### config.mk
export PLATFORM = sky130hd
export DESIGN_NAME = isa_port_decoder
export DESIGN_NICKNAME = d
export VERILOG_FILES = /design/src/rtl/isa_port_decoder.sv
export SDC_FILE = /design/constraint.sdc
export NUM_CORES = 1
export LEC_CHECK = 0
export ABC_AREA = 1
export ABC_CLOCK_PERIOD_IN_PS = 4950
export BUFFER_PORTS_ARGS = -buffer_cell sky130_fd_sc_hd__buf_2
export CELL_PAD_IN_SITES_DETAIL_PLACEMENT = 0
export CELL_PAD_IN_SITES_GLOBAL_PLACEMENT = 1
export CORE_AREA = 2 2 61 63
export DETAILED_ROUTE_END_ITERATION = 6
export DIE_AREA = 0 0 63 65
export PLACE_DENSITY = 0.86
export SLEW_MARGIN = 5
export SYNTH_ARGS = -nofsm -noshare
export SYNTH_HDL_FRONTEND = slang
export SYNTH_SLANG_ARGS = --single-unit
### constraint.sdc
create_clock -name clk -period 4.95 [get_ports clk]
set_input_delay 0.99 -clock clk [delete_from_list [all_inputs] [get_ports clk]]
set_output_delay 0.99 -clock clk [all_outputs]
set_load 0.02 [all_outputs]
### src/rtl/isa_port_decoder.sv
module isa_port_decoder #(
  parameter int AW = 10,
  parameter int DW = 8,
  parameter logic [DW-AW+DW-1:0] UNLOCK_KEY = 6'b010101,
  parameter logic [16*AW-1:0] STRAP_MAP = {
    10'h3D0, 10'h3C0, 10'h3B0, 10'h3A0, 10'h390, 10'h380, 10'h370, 10'h360,
    10'h350, 10'h340, 10'h330, 10'h320, 10'h310, 10'h300, 10'h2E0, 10'h000}
) (
  input  logic          clk,
  input  logic          rst_n,
  input  logic [3:0]    strap,
  input  logic [AW-1:0] addr,
  input  logic [DW-1:0] wdata,
  input  logic          aen_n,
  input  logic          ior_n,
  input  logic          iow_n,
  output logic          rd_data_stb,
  output logic          wr_data_stb,
  output logic          rd_stat_stb,
  output logic          wr_ctrl_stb
);
  localparam int HI = AW - DW;

  logic          ior_q, iow_q, sw_mode;
  logic [AW-1:0] sw_base;
  logic [DW-1:0] pending;

  wire [AW-1:0] hw_base = STRAP_MAP[int'(strap)*AW +: AW];
  wire          hw_en   = (strap != 4'd0);
  wire [AW-1:0] base    = sw_mode ? sw_base : hw_base;
  wire          hit     = (sw_mode || hw_en) && (addr[AW-1:1] == base[AW-1:1]);
  wire          cyc_ok  = !aen_n && (ior_n ^ iow_n);
  wire          rd_go   = cyc_ok && ior_q && !ior_n && hit;
  wire          wr_go   = cyc_ok && iow_q && !iow_n && hit;
  wire          key_ok  = (wdata[DW-1:HI] == UNLOCK_KEY);
  wire          commit  = wr_go && addr[0] && !sw_mode && key_ok;

  always_ff @(posedge clk or negedge rst_n) begin
    if (!rst_n) begin
      ior_q       <= 1'b1;
      iow_q       <= 1'b1;
      sw_mode     <= 1'b0;
      sw_base     <= '0;
      pending     <= '0;
      rd_data_stb <= 1'b0;
      wr_data_stb <= 1'b0;
      rd_stat_stb <= 1'b0;
      wr_ctrl_stb <= 1'b0;
    end else begin
      ior_q       <= ior_n;
      iow_q       <= iow_n;
      rd_data_stb <= rd_go && !addr[0];
      rd_stat_stb <= rd_go && addr[0];
      wr_data_stb <= wr_go && !addr[0];
      wr_ctrl_stb <= wr_go && addr[0] && !commit;
      if (wr_go && !addr[0] && !sw_mode)
        pending <= wdata;
      if (commit) begin
        sw_mode <= 1'b1;
        sw_base <= {wdata[HI-1:0], pending[DW-1:1], 1'b0};
      end
    end
  end

  wire [3:0] stbs = {wr_ctrl_stb, rd_stat_stb, wr_data_stb, rd_data_stb};

  AST_ONE_STROBE: assert property (@(posedge clk) disable iff (!rst_n)
    $onehot0(stbs));
  AST_RD_PULSE: assert property (@(posedge clk) disable iff (!rst_n)
    (rd_data_stb || rd_stat_stb) |=> !(rd_data_stb || rd_stat_stb));
  AST_WR_PULSE: assert property (@(posedge clk) disable iff (!rst_n)
    (wr_data_stb || wr_ctrl_stb) |=> !(wr_data_stb || wr_ctrl_stb));
  AST_NEED_AEN: assert property (@(posedge clk) disable iff (!rst_n)
    (|stbs) |-> $past(!aen_n));
  AST_NOT_BOTH: assert property (@(posedge clk) disable iff (!rst_n)
    (|stbs) |-> $past(ior_n ^ iow_n));
  AST_STRAP_OFF: assert property (@(posedge clk) disable iff (!rst_n)
    (!sw_mode && $past(strap == 4'd0) && $past(!sw_mode)) |-> !(|stbs));
  AST_MODE_STICKY: assert property (@(posedge clk) disable iff (!rst_n)
    sw_mode |=> sw_mode);
  AST_UNLOCK_QUIET: assert property (@(posedge clk) disable iff (!rst_n)
    $rose(sw_mode) |-> !(|stbs));
endmodule

* Word-level counts from Yosys, hierarchy flattened
Cells that the tools add are included.
W data, S select, Z words.
** Operators by class
- Multiply operators :: 1
- Eq/ne operators :: 2
- Shift-type cells :: 1
- Mux-type cells :: 1
- Bitwise gates (word level) :: 1
- Reductions and logical operators :: 24
** Operators by type and width (count)
- $shiftx A160 B9 Y10 const A :: 1
- $logic_and A1 B1 Y1 :: 16
- $mux W10 :: 1
- $eq A9 B9 Y1 :: 1
- $mul A4 B3 Y7 const B :: 1
- $eq A6 B5 Y1 const B :: 1
- $logic_not A1 Y1 :: 6
- $reduce_bool A4 Y1 :: 1
- $logic_or A1 B1 Y1 :: 1
- $xor A1 B1 Y1 :: 1
** Storage, ports and cells
- Flip-flop bits (word level) :: 24
- Output and inout bits :: 4
- Word-level logic and storage cells :: 39

* Longest topological paths before layout
Gate-level depths: netlist (run 1).
- Word-level depth :: 11
- Mapped depth :: 15
- Gate-level depth less buffers :: 15

* Least setup slack after synthesis (run 1)
OpenSTA, ideal clock, no wires.
- Kind :: input -> register
- Start point :: input port strap[1]
- End point :: register pending[1]
- Library setup time :: 121 ps
- Arrival :: 2444 ps
- Data required time :: 4829 ps
- Slack :: 2385 ps
- Cell stages on the path :: 13
- Cell sequence :: inv_1 ha_1 a21oi_1 nand3_1 nand3_1 nand2_1 nor2_2 nand2_2 nor2_4 nand3_2 buf_2 nand2_1 o21ai_1
** On the way
- Longest elaborated chain between the ends :: 8
- Elaborated cells on any way between the ends :: 10
- Classes of those cells :: mul (1); eq/ne (1); shift (1); mux (1); reduce/logical (6)
** RTL lines
- start, declared :: RTL line 11 : input logic [3:0] strap,
- $mul A4 B3 Y7 :: RTL line 28 : wire [AW-1:0] hw_base = STRAP_MAP[int'(strap)*AW +: AW];
- $shiftx A160 B9 Y10 :: RTL line 28
- $mux W10 :: RTL line 30 : wire [AW-1:0] base = sw_mode ? sw_base : hw_base;
- $eq A9 B9 Y1 :: RTL line 31 : wire hit = (sw_mode || hw_en) && (addr[AW-1:1] == base[AW-1:1]);
- $logic_and A1 B1 Y1 * :: RTL line 31
- $logic_and A1 B1 Y1 * :: RTL line 34 : wire wr_go = cyc_ok && iow_q && !iow_n && hit;
- $logic_and A1 B1 Y1 * (2 in series) :: RTL line 56 : if (wr_go && !addr[0] && !sw_mode)
- end signal, assigned :: RTL line 57 : pending <= wdata;
- end, declared :: RTL line 26 : logic [DW-1:0] pending;
Every way passes the cells marked *; elsewhere a longest branch is shown, timed or not.
A chain may end at the register's enable or synchronous reset.

* Final worst setup path (run 1)
- Start point :: input port strap[1]
- End point :: register sw_base[7]
** On the way
- Longest elaborated chain between the ends :: 9
- Elaborated cells on any way between the ends :: 11
- Classes of those cells :: mul (1); eq/ne (1); shift (1); mux (1); reduce/logical (7)
** RTL lines
- $mul A4 B3 Y7 :: RTL line 28
- $shiftx A160 B9 Y10 :: RTL line 28
- $mux W10 :: RTL line 30
- $eq A9 B9 Y1 :: RTL line 31
- $logic_and A1 B1 Y1 * :: RTL line 31
- $logic_and A1 B1 Y1 * :: RTL line 34
- $logic_and A1 B1 Y1 * (3 in series) :: RTL line 36 : wire commit = wr_go && addr[0] && !sw_mode && key_ok;
- end signal, assigned :: RTL line 60 : sw_base <= {wdata[HI-1:0], pending[DW-1:1], 1'b0};
- end, declared :: RTL line 25 : logic [AW-1:0] sw_base;
Marked as above.

==> results.yml, run 1 <==
sta:
  slew_viol_final: 0
  max-slew-margin-rel_pct: 50.5
  rsz0062_at_grt: "false"
  hold_viol: 0
  tightest_slew_ns: 0.736
  finalClockSkew_ns: 0.00553
  min_period_ns: 2.59
  fmax_mhz: 386
  fin_crit_sh_pct: 52.3
  worst_hold_slack_ns: 0.495
  final.setup.tns_ns: 0
  setup_viol: 0
finish:
  area_growth_pct: 14.8
  stdcell_area_um2: 1570
  fin_nets: 240
  fillers: 367
  drive_gt1_share_pct: 27.3
  diodes: 0
  final_util_pct: 45.0
clock_tree:
  cts_resized: 0
  cts_tree: "done"
  cts_sinks: 23
  clk_pin_slew_ns: 0.12
  root_buffer: "clkbuf_4"
  cts_buffers: 3
  clk_latency_ns: 0.31
  clock_path_buffers: 2
  hold_buffers: 0
  cts_setup_buffers: 0
  h-tree-depth: 1
die:
  io_pins: 31
  die_y_um: 65
  dieArea_um2: 4100
  num_rows: 22
  start_util_pct: 39.2
  core_region_area_um2: 3500
  die_x_um: 63
global_routing:
  track_usage_pct: 13.0
  grt_pass1_vias: 1054
  antenna_found_initial: 0
  gr-total-overflow: 0
  grt_pass1_wl_um: 4280
  grt_start_max_net_pins: 24
synth:
  yosys.area_share.simple_pct: 33.9
  synth_area_um2: 1370
  synth_top_family_by_area: "simple AND/OR/NAND/NOR gates"
  yosysSeqAreaShare_pct: 42.2
  synth_flop_cell: "dfrtp_1"
  synth-edff-count: 0
  synth_fa_ha_area_share_pct: 2.74
  yosysWarnings: 0
  synth_compound_area_share_pct: 9.03
  synth.distinct_cells: 26
  synth-seq-cells: 23
  synth-async-reset-ratio_pct: 100
  synthMuxAreaShare_pct: 0
  syn_nets: 209
  netlist_instances: 179
  synthXorXnorAreaFrac_pct: 0.639
  syn_avg_cell_area_um2: 7.66
worst_hold_path:
  holdPathStages: 2
  hold_path_class: "reg -> reg"
critical_path:
  path_class: "in -> reg"
  arrival_ns: 2.80
  start_kind: "input pin"
  crit_path_max_fanout: 19
  required_ns: 5.16
  cp-end-kind: "flip-flop"
  rr_worst_depth: 10
power_and_ir_drop:
  power_density_nw_per_um2: 196
  switching_share_pct: 24.5
  intPower_uw: 233
  comb_power_share_pct: 10.8
  leakagePower_nw: 0.826
  p_total_uw: 308
  irDropWorstVdd_mv: 0.152
  power.switching_uw: 75.4
  p_clk_share_pct: 27.7
  seqPwrFrac_pct: 61.5
route:
  totalWireLength_um: 2490
  drtAntennaViolNets: 0
  drtIter0Drc: 62
  firstDrtPassIters: 4
  dr_total_vias: 1131
  via_per_inst: 4.40
  drc: 0
  wl_per_cell_um: 9.68
job:
  maxCapViolations: 0
status:
  status: "finished clean"
placed_design:
  dpl-instance-area_um2: 1550
  gp_congestion: 0.744
  numPortBuffers: 30
  hpwl_um: 1930
## kinds of logic (layout without fill, tap and decap cells)
kind of cell | count (synthesis) | after routing
AO/OA/AOI/OAI | 18 | 18
flip-flops | 23 | 23
XOR/XNOR | 1 | 1
AND/OR/NAND/NOR | 97 | 97
buffers and inverters | 37 | 67
adder cells (fa/ha/maj) | 3 | 3
## state kept, by name (all words and copies together), names as in the netlist
name	flops
rd_data_stb	1
sw_mode	1
iow_q	1
sw_base	9
wr_ctrl_stb	1
wr_data_stb	1
pending	7
rd_stat_stb	1
ior_q	1
## layout by cell type (no fill, tap or decap)
cell	count
nor2_2	3
or2_1	1
ha_1	3
nand3b_1	1
inv_2	2
nor2_4	3
dfrtp_1	21
o21ai_0	1
buf_2	30
xnor2_1	1
nor3_1	2
nor2_1	10
a21oi_1	3
dfstp_2	2
inv_1	31
o21ai_1	5
nand3_1	14
nand3_4	1
nand4_1	4
nand2_1	53
nand3_2	2
clkinv_2	1
clkbuf_4	3
nor4_1	2
nand2_2	1
o21ai_2	9
## layer usage
layer / wire length [um] / vias to the layer above / GRT usage (%)
met5: 0 / - / 0
met4: 43 / 0 / 5.83
met3: 94 / 5 / 1.22
met2: 1130 / 23 / 23.3
met1: 1220 / 487 / 16.0
li1: - / 616 / -
## metrics by stage
stage / cells / setup slack, ns
floorplan: 179 / 2.38
global placement: 253 / 2.08
detailed placement: 253 / 2.02
CTS: 257 / 2.35
global route: 257 / 2.16
finish: 257 / 2.36
## worst max-delay path: stages
cell and delay, ns:
buf_2 0.10, inv_1 0.20, ha_1 0.27, a21oi_1 0.13
nand3_1 0.10, nand3_1 0.08, nand2_1 0.06, nor2_2 0.14
nand2_2 0.10, nor2_4 0.14, nand3_4 0.24, nand2_1 0.17
o21ai_2 0.06
## area by class of cell
type	instances	area [um2]	area share, %
Timing Repair Buffer	30	150	9.54
Clock buffer	3	22.5	1.43
Sequential cell	23	578	36.7
Inverter	33	124	7.87
Tap cell	48	60.1	3.82
Clock inverter	1	5.00	0.318
Multi-Input combinational cell	119	634	40.3
## final timing paths
check | startpoint | slack (ns) | to
worst min-delay path | sw_base[7] | 0.49 | sw_base[7]
max in group asynchronous | rst_n | 3.96 | iow_q
min in group asynchronous | rst_n | 0.62 | pending[3]
worst min register to register | sw_base[7] | 0.49 | sw_base[7]
worst max-delay path | strap[1] | 2.36 | sw_base[7]
worst max register to register | sw_mode | 2.64 | sw_base[7]
## power by group through the flow
stage	Sequential (mW)	Clock [mW]	Combinational (mW)
after detailed placement	0.193	0	0.0336
after CTS	0.190	0.0874	0.0338
after global routing	0.190	0.0948	0.0385
after floorplan	0.193	0	0.0144
final	0.189	0.0853	0.0332
after global placement	0.193	0	0.0335
## synthesized netlist by cell type (all sizes together) (2+ instances only)
cell type	instances	area, um2
a21oi	3	15.0
buf	4	35.0
dfrtp	21	526
dfstp	2	52.6
ha	3	37.5
inv	33	124
nand2	54	205
nand3	17	108
nand4	4	25.0
nor2	16	90.1
nor3	2	10.0
nor4	2	12.5
o21ai	15	109
Power figures use the tool's default switching activity.
==> run 2, diff against run 1 <==
--- a/config.mk
+++ b/config.mk
@@ -6,14 +6,14 @@
 export NUM_CORES = 1
 export LEC_CHECK = 0
 export ABC_AREA = 1
-export ABC_CLOCK_PERIOD_IN_PS = 4950
+export ABC_CLOCK_PERIOD_IN_PS = 2400
 export BUFFER_PORTS_ARGS = -buffer_cell sky130_fd_sc_hd__buf_2
 export CELL_PAD_IN_SITES_DETAIL_PLACEMENT = 0
 export CELL_PAD_IN_SITES_GLOBAL_PLACEMENT = 1
-export CORE_AREA = 2 2 61 63
+export CORE_AREA = 2 2 64 66
 export DETAILED_ROUTE_END_ITERATION = 6
-export DIE_AREA = 0 0 63 65
-export PLACE_DENSITY = 0.86
+export DIE_AREA = 0 0 66 68
+export PLACE_DENSITY = 0.79
 export SLEW_MARGIN = 5
 export SYNTH_ARGS = -nofsm -noshare
 export SYNTH_HDL_FRONTEND = slang
==> constraint.sdc (replaced) <==
create_clock -name clk -period 2.4 [get_ports clk]
set_input_delay 0.48 -clock clk [delete_from_list [all_inputs] [get_ports clk]]
set_output_delay 0.48 -clock clk [all_outputs]
set_load 0.02 [all_outputs]
==> run 2 against run 1 <==
Against the previous run: final area increased by 2.7%; routed wire length is 3.6% higher; clock skew down 0.0021 ns; highest routed layer unchanged; die area rose by 9.6%.
==> results.yml, run 2 (same netlist as run 1, synthesis figures left out) <==
finish:
  fillers: 419
  top_register: "sw_base"
  largest_register_ffs: 9
  multiInputGateArea_um2: 634
  regArea_um2: 578
  drive_gt1_share_pct: 27.8
  fin_nets: 243
  final_util_pct: 41.9
  stdcell_area_um2: 1620
  area_growth_pct: 17.9
  final_cell_mix: "nand2_1, inv_1, buf_2"
  final_common_cell: "nand2_1"
  diodes: 0
  reg.largest.list: "sw_base x9, pending x7"
global_routing:
  gr-total-overflow: 0
  grt_pass1_wl_um: 4210
  grt_pass1_vias: 1022
  grt_start_max_net_pins: 24
  track_usage_pct: 12.0
  antenna_found_initial: 0
route:
  totalWireLength_um: 2580
  drc: 0
  drtIter0Drc: 40
  wl_per_cell_um: 9.83
  dr_total_vias: 1139
  firstDrtPassIters: 4
  drtAntennaViolNets: 0
  via_per_inst: 4.35
sta:
  fmax_mhz: 495
  tightest_slew_ns: 0.513
  max-slew-margin-rel_pct: 65.8
  min_period_ns: 2.02
  slew_viol_final: 0
  final.setup.tns_ns: 0
  hold_viol: 0
  finalClockSkew_ns: 0.00346
  rsz0062_at_grt: "false"
  fin_crit_sh_pct: 84.1
  setup_viol: 0
clock_tree:
  cts_resized: 0
  clk_latency_ns: 0.26
  cts_sinks: 23
  cts_setup_buffers: 0
  cts_buffers: 3
  h-tree-depth: 1
  cts_tree: "done"
  clock_path_buffers: 2
  hold_buffers: 0
  root_buffer: "clkbuf_8"
  clk_pin_slew_ns: 0.08
critical_path:
  path_class: "in -> reg"
  start_kind: "input pin"
  worstReg2RegStart: "sw_mode"
  cp_slowest_cell: "ha_1"
  r2r-end: "sw_base[3]"
  path_delay_family: "simple AND/OR/NAND/NOR gates"
  crit_chain: "buf_2 > inv_1 > ha_1 > a21oi_1 > nand3_1 > nand3_1 > nand2_1 > nor2_2 > nand2_2 > nor2_4 > nand3_4 > nand2_1 > o21ai_2"
  slowest_delay_ns: 0.25
  cp-end-kind: "flip-flop"
  required_ns: 2.55
  rr_worst_depth: 12
  cp_num_buf_inv: 2
  crit_path_max_fanout: 19
  arrival_ns: 2.17
  rrSetupSlack_ns: 0.48
  cp.depth: 13
power_and_ir_drop:
  irDropWorstVdd_mv: 0.330
  leakagePower_nw: 0.846
  power_density_nw_per_um2: 430
placed_design:
  numPortBuffers: 30
  hpwl_um: 2030
  dpl-instance-area_um2: 1570
  gp_congestion: 0.708
die:
  num_rows: 23
  die_y_um: 68
  start_util_pct: 35.6
  die_x_um: 66
  io_pins: 31
  core_region_area_um2: 3860
  dieArea_um2: 4490
status:
  status: "finished clean"
worst_hold_path:
  hold_path_class: "in -> async"
job:
  maxCapViolations: 0
==> run 2: metal layers <==
layer / GRT usage (%) / part of all wire, % / vias to the layer above
li1: - / - / 622
met1: 15.9 / 50 / 490
met2: 20.2 / 44 / 22
met3: 1.64 / 4.2 / 5
met4: 4.59 / 1.4 / 0
met5: 0 / 0 / -
==> run 2: worst max path at each step <==
stage              from         end  slack [ns]
5_1_grt        strap[1]  sw_base[1]        0.20
3_5_place_dp   strap[1]  sw_base[3]        0.11
2_1_floorplan  strap[1]  pending[1]        0.34
4_1_cts        strap[1]  sw_base[3]        0.37
3_3_place_gp   strap[1]  sw_base[1]        0.14
6_report       strap[1]  sw_base[3]        0.38
==> run 2: through the flow <==
step	hold slack, ns	power (mW)	setup slack (ns)	std cells
after floorplan	0.184	0.428	0.345	179
after global placement	0.459	0.469	0.144	258
after detailed placement	0.464	0.469	0.110	258
after CTS	0.192	0.705	0.374	262
after global routing	0.219	0.729	0.196	262
final	0.181	0.695	0.381	262
==> run 2: final cells by class <==
class	count	share of cell area, %
inverter	33	7.66
timing repair buffer	33	10.7
multi-input combinational	119	39.2
clock buffer	4	2.79
sequential	23	35.8
tap	50	3.87
==> run 2: worst reg2reg max path: cells and delay by family (launching register included) <==
kind            cells  cell delay, ns
flops               1            0.39
compound gates      1            0.06
simple gates       10            1.16
buf+inv             1            0.20
==> run 2: power breakdown <==
part | switching [mW] | total, mW | internal (mW)
logic | 0.0417 | 0.0697 | 0.0280
registers | 0.000410 | 0.391 | 0.390
clock network | 0.117 | 0.235 | 0.118
==> run 3, diff against run 2 <==
--- a/config.mk
+++ b/config.mk
@@ -5,15 +5,15 @@
 export SDC_FILE = /design/constraint.sdc
 export NUM_CORES = 1
 export LEC_CHECK = 0
-export ABC_AREA = 1
-export ABC_CLOCK_PERIOD_IN_PS = 2400
+export ABC_AREA = 0
+export ABC_CLOCK_PERIOD_IN_PS = 1800
 export BUFFER_PORTS_ARGS = -buffer_cell sky130_fd_sc_hd__buf_2
 export CELL_PAD_IN_SITES_DETAIL_PLACEMENT = 0
 export CELL_PAD_IN_SITES_GLOBAL_PLACEMENT = 1
 export CORE_AREA = 2 2 64 66
 export DETAILED_ROUTE_END_ITERATION = 6
 export DIE_AREA = 0 0 66 68
-export PLACE_DENSITY = 0.79
+export PLACE_DENSITY = 0.75
 export SLEW_MARGIN = 5
 export SYNTH_ARGS = -nofsm -noshare
 export SYNTH_HDL_FRONTEND = slang
==> constraint.sdc (replaced) <==
create_clock -name clk -period 1.8 [get_ports clk]
set_input_delay 0.36 -clock clk [delete_from_list [all_inputs] [get_ports clk]]
set_output_delay 0.36 -clock clk [all_outputs]
set_load 0.02 [all_outputs]
==> run 3 against run 2 <==
Against the previous run: the run now ends with negative setup slack left; area after synthesis shrank 2.6%; total power grew 46%; first-iteration DRC count shrank 63%; critical path depth shrank 6; final cell count shrank 12%; critical endpoint is now pending[4].
==> results.yml, run 3 <==
synth:
  synth_common_cells: "dfrtp_1, mux2_2"
  synth-async-reset-ratio_pct: 100
  synth_flop_cell: "dfrtp_1"
  synth_area_um2: 1340
  synth_area_leaders: "dfrtp_1, mux2_2, dfstp_2"
  synth_top_area_cell: "dfrtp_1"
  synth-seq-cells: 23
  netlist_instances: 116
  yosysSeqAreaShare_pct: 43.3
  netlist.area_leader.share_pct: 39.3
  synth.distinct_cells: 38
  synth.most_common_cell: "dfrtp_1"
  syn_avg_cell_area_um2: 11.5
  yosysWarnings: 0
  synth-edff-count: 0
  syn_nets: 146
sta:
  setup_viol: 21
  max-slew-margin-rel_pct: 67.6
  finalClockSkew_ns: 0.00296
  tightest_slew_ns: 0.487
  worst_hold_slack_ns: 0.0573
  rsz0062_at_grt: "true"
  fin_crit_sh_pct: 123
  min_period_ns: 2.21
  fin_ws_ns: -0.410
  hold_viol: 0
  fmax_mhz: 453
  slew_viol_final: 0
finish:
  top_register: "sw_base"
  drive_gt1_share_pct: 61.7
  final_cell_mix: "buf_2, buf_4, dfrtp_1"
  largest_register_ffs: 9
  final_common_cell: "buf_2"
  final_util_pct: 52.7
  area_growth_pct: 52.1
  stdcell_area_um2: 2030
  reg.largest.list: "sw_base x9, pending x7"
  fin_nets: 211
  diodes: 0
route:
  wl_per_cell_um: 14.1
  firstDrtPassIters: 4
  totalWireLength_um: 3250
  dr_total_vias: 1132
  via_per_inst: 4.92
  drtAntennaViolNets: 0
  drtIter0Drc: 15
  drc: 0
global_routing:
  antenna_found_initial: 0
  grt-busiest-layer: "met2"
  grt_pass1_wl_um: 5230
  grt_pass1_vias: 1157
  gr-total-overflow: 0
  grt_use_met3_pct: 0.987
  track_usage_pct: 15.4
  met1_usage_pct: 17.7
  grt_use_met2_pct: 30.2
  grt_start_max_net_pins: 24
critical_path:
  path_class: "reg -> reg"
  slowest_delay_ns: 0.52
  cp_common_cell: "o22ai_2"
  r2r-end: "pending[4]"
  cp_num_buf_inv: 2
  crit_start: "sw_base[9]"
  path_delay_family: "simple AND/OR/NAND/NOR gates"
  worstReg2RegStart: "sw_base[9]"
  cp-end-kind: "flip-flop"
  cp_slowest_cell: "or4b_1"
  rrSetupSlack_ns: -0.41
  crit_chain: "or4b_1 > o22ai_2 > o22ai_2 > buf_4 > nor4_4 > buf_12 > mux2_4"
  required_ns: 1.94
  start_kind: "flip-flop"
  crit_path_max_fanout: 7
  rr_worst_depth: 7
  arrival_ns: 2.35
status:
  status: "complete, but fails checks"
  violations: "negative setup slack"
clock_tree:
  root_buffer: "clkbuf_8"
  cts_sinks: 23
  clk_pin_slew_ns: 0.08
  clk_latency_ns: 0.25
  clock_path_buffers: 2
  cts_buffers: 3
  h-tree-depth: 1
  cts_tree: "done"
die:
  start_util_pct: 34.7
  core_region_area_um2: 3860
  die_x_um: 66
  die_y_um: 68
  dieArea_um2: 4490
  io_pins: 31
  num_rows: 23
power_and_ir_drop:
  leakagePower_nw: 0.989
  power_density_nw_per_um2: 500
  irDropWorstVdd_mv: 0.308
job:
  maxCapViolations: 0
placed_design:
  dp_slack_ns: -0.622
  numPortBuffers: 30
  gp_congestion: 0.755
  hpwl_um: 2500
  dpl-instance-area_um2: 1810
worst_hold_path:
  hold_path_class: "in -> async"
-- run 3: cell count changes after synthesis, sizes merged, moves of 12 or more --
cell   change
nand2     -50
inv       -28
mux2      +17
nand3     -14
nor2      -13
o21ai     -12
-- run 3: final cells by class --
class | count | area (um2)
sequential | 23 | 578
clock inverter | 1 | 5.00
fill | 357 | 1820
clock buffer | 3 | 41.3
inverter | 5 | 25.0
tap | 50 | 62.6
timing repair buffer | 63 | 432
multi-input combinational | 85 | 888
-- run 3: logic make-up (layout without fill, tap and decap cells) --
kind of cell,after synthesis,after routing,synth area share (%)
simple gates,39,39,21.3
flops,23,23,43.3
compound gates,20,20,10.6
mux,18,18,15.1
buf+inv,8,72,3.65
xor+xnor,5,5,3.28
fa+ha+maj,3,3,2.81
-- run 3: stage by stage --
stage / TNS, ns / power [mW] / std cells
after floorplan: -9.29 / 0.603 / 116
after global placement: -11.37 / 0.691 / 222
after detailed placement: -12.20 / 0.696 / 222
after CTS: -6.85 / 1.01 / 229
after global routing: -8.94 / 1.06 / 230
final: -7.56 / 1.02 / 230
-- run 3: repair_timing --
action / in CTS / in global routing
hold buffers: 0 / 0
pin swaps: 9 / 5
resized for setup: 20 / 11
setup endpoints to repair: 21 / 21
buffers inserted: 3 / 1
-- run 3: report_power, final --
part           switching (mW)  internal [mW]  total (mW)  leakage [nW]
combinational          0.0919         0.0954       0.187         0.649
clock                   0.153          0.154       0.306        0.0255
sequential            0.00127          0.521       0.522         0.315
total                   0.246          0.770        1.02         0.989
-- run 3: how the worst max path moves through the flow --
stage | endpoint | slack [ns] | cells past startpoint
3_5_place_dp | sw_base[3] | -0.62 | 10
2_1_floorplan | sw_base[8] | -0.55 | 6
3_3_place_gp | pending[2] | -0.58 | 9
4_1_cts | pending[4] | -0.38 | 7
6_report | pending[4] | -0.41 | 7
5_1_grt | sw_base[4] | -0.48 | 8
-- run 3: layer usage --
| metal | vias up | wire length [um] | part of all wire (%) |
|---|---|---|---|
| met4 | 0 | 23 | 0.71 |
| met1 | 555 | 1390 | 43 |
| met5 | - | 0 | 0 |
| met3 | 2 | 86 | 2.6 |
| met2 | 15 | 1750 | 54 |
| li1 | 560 | - | - |
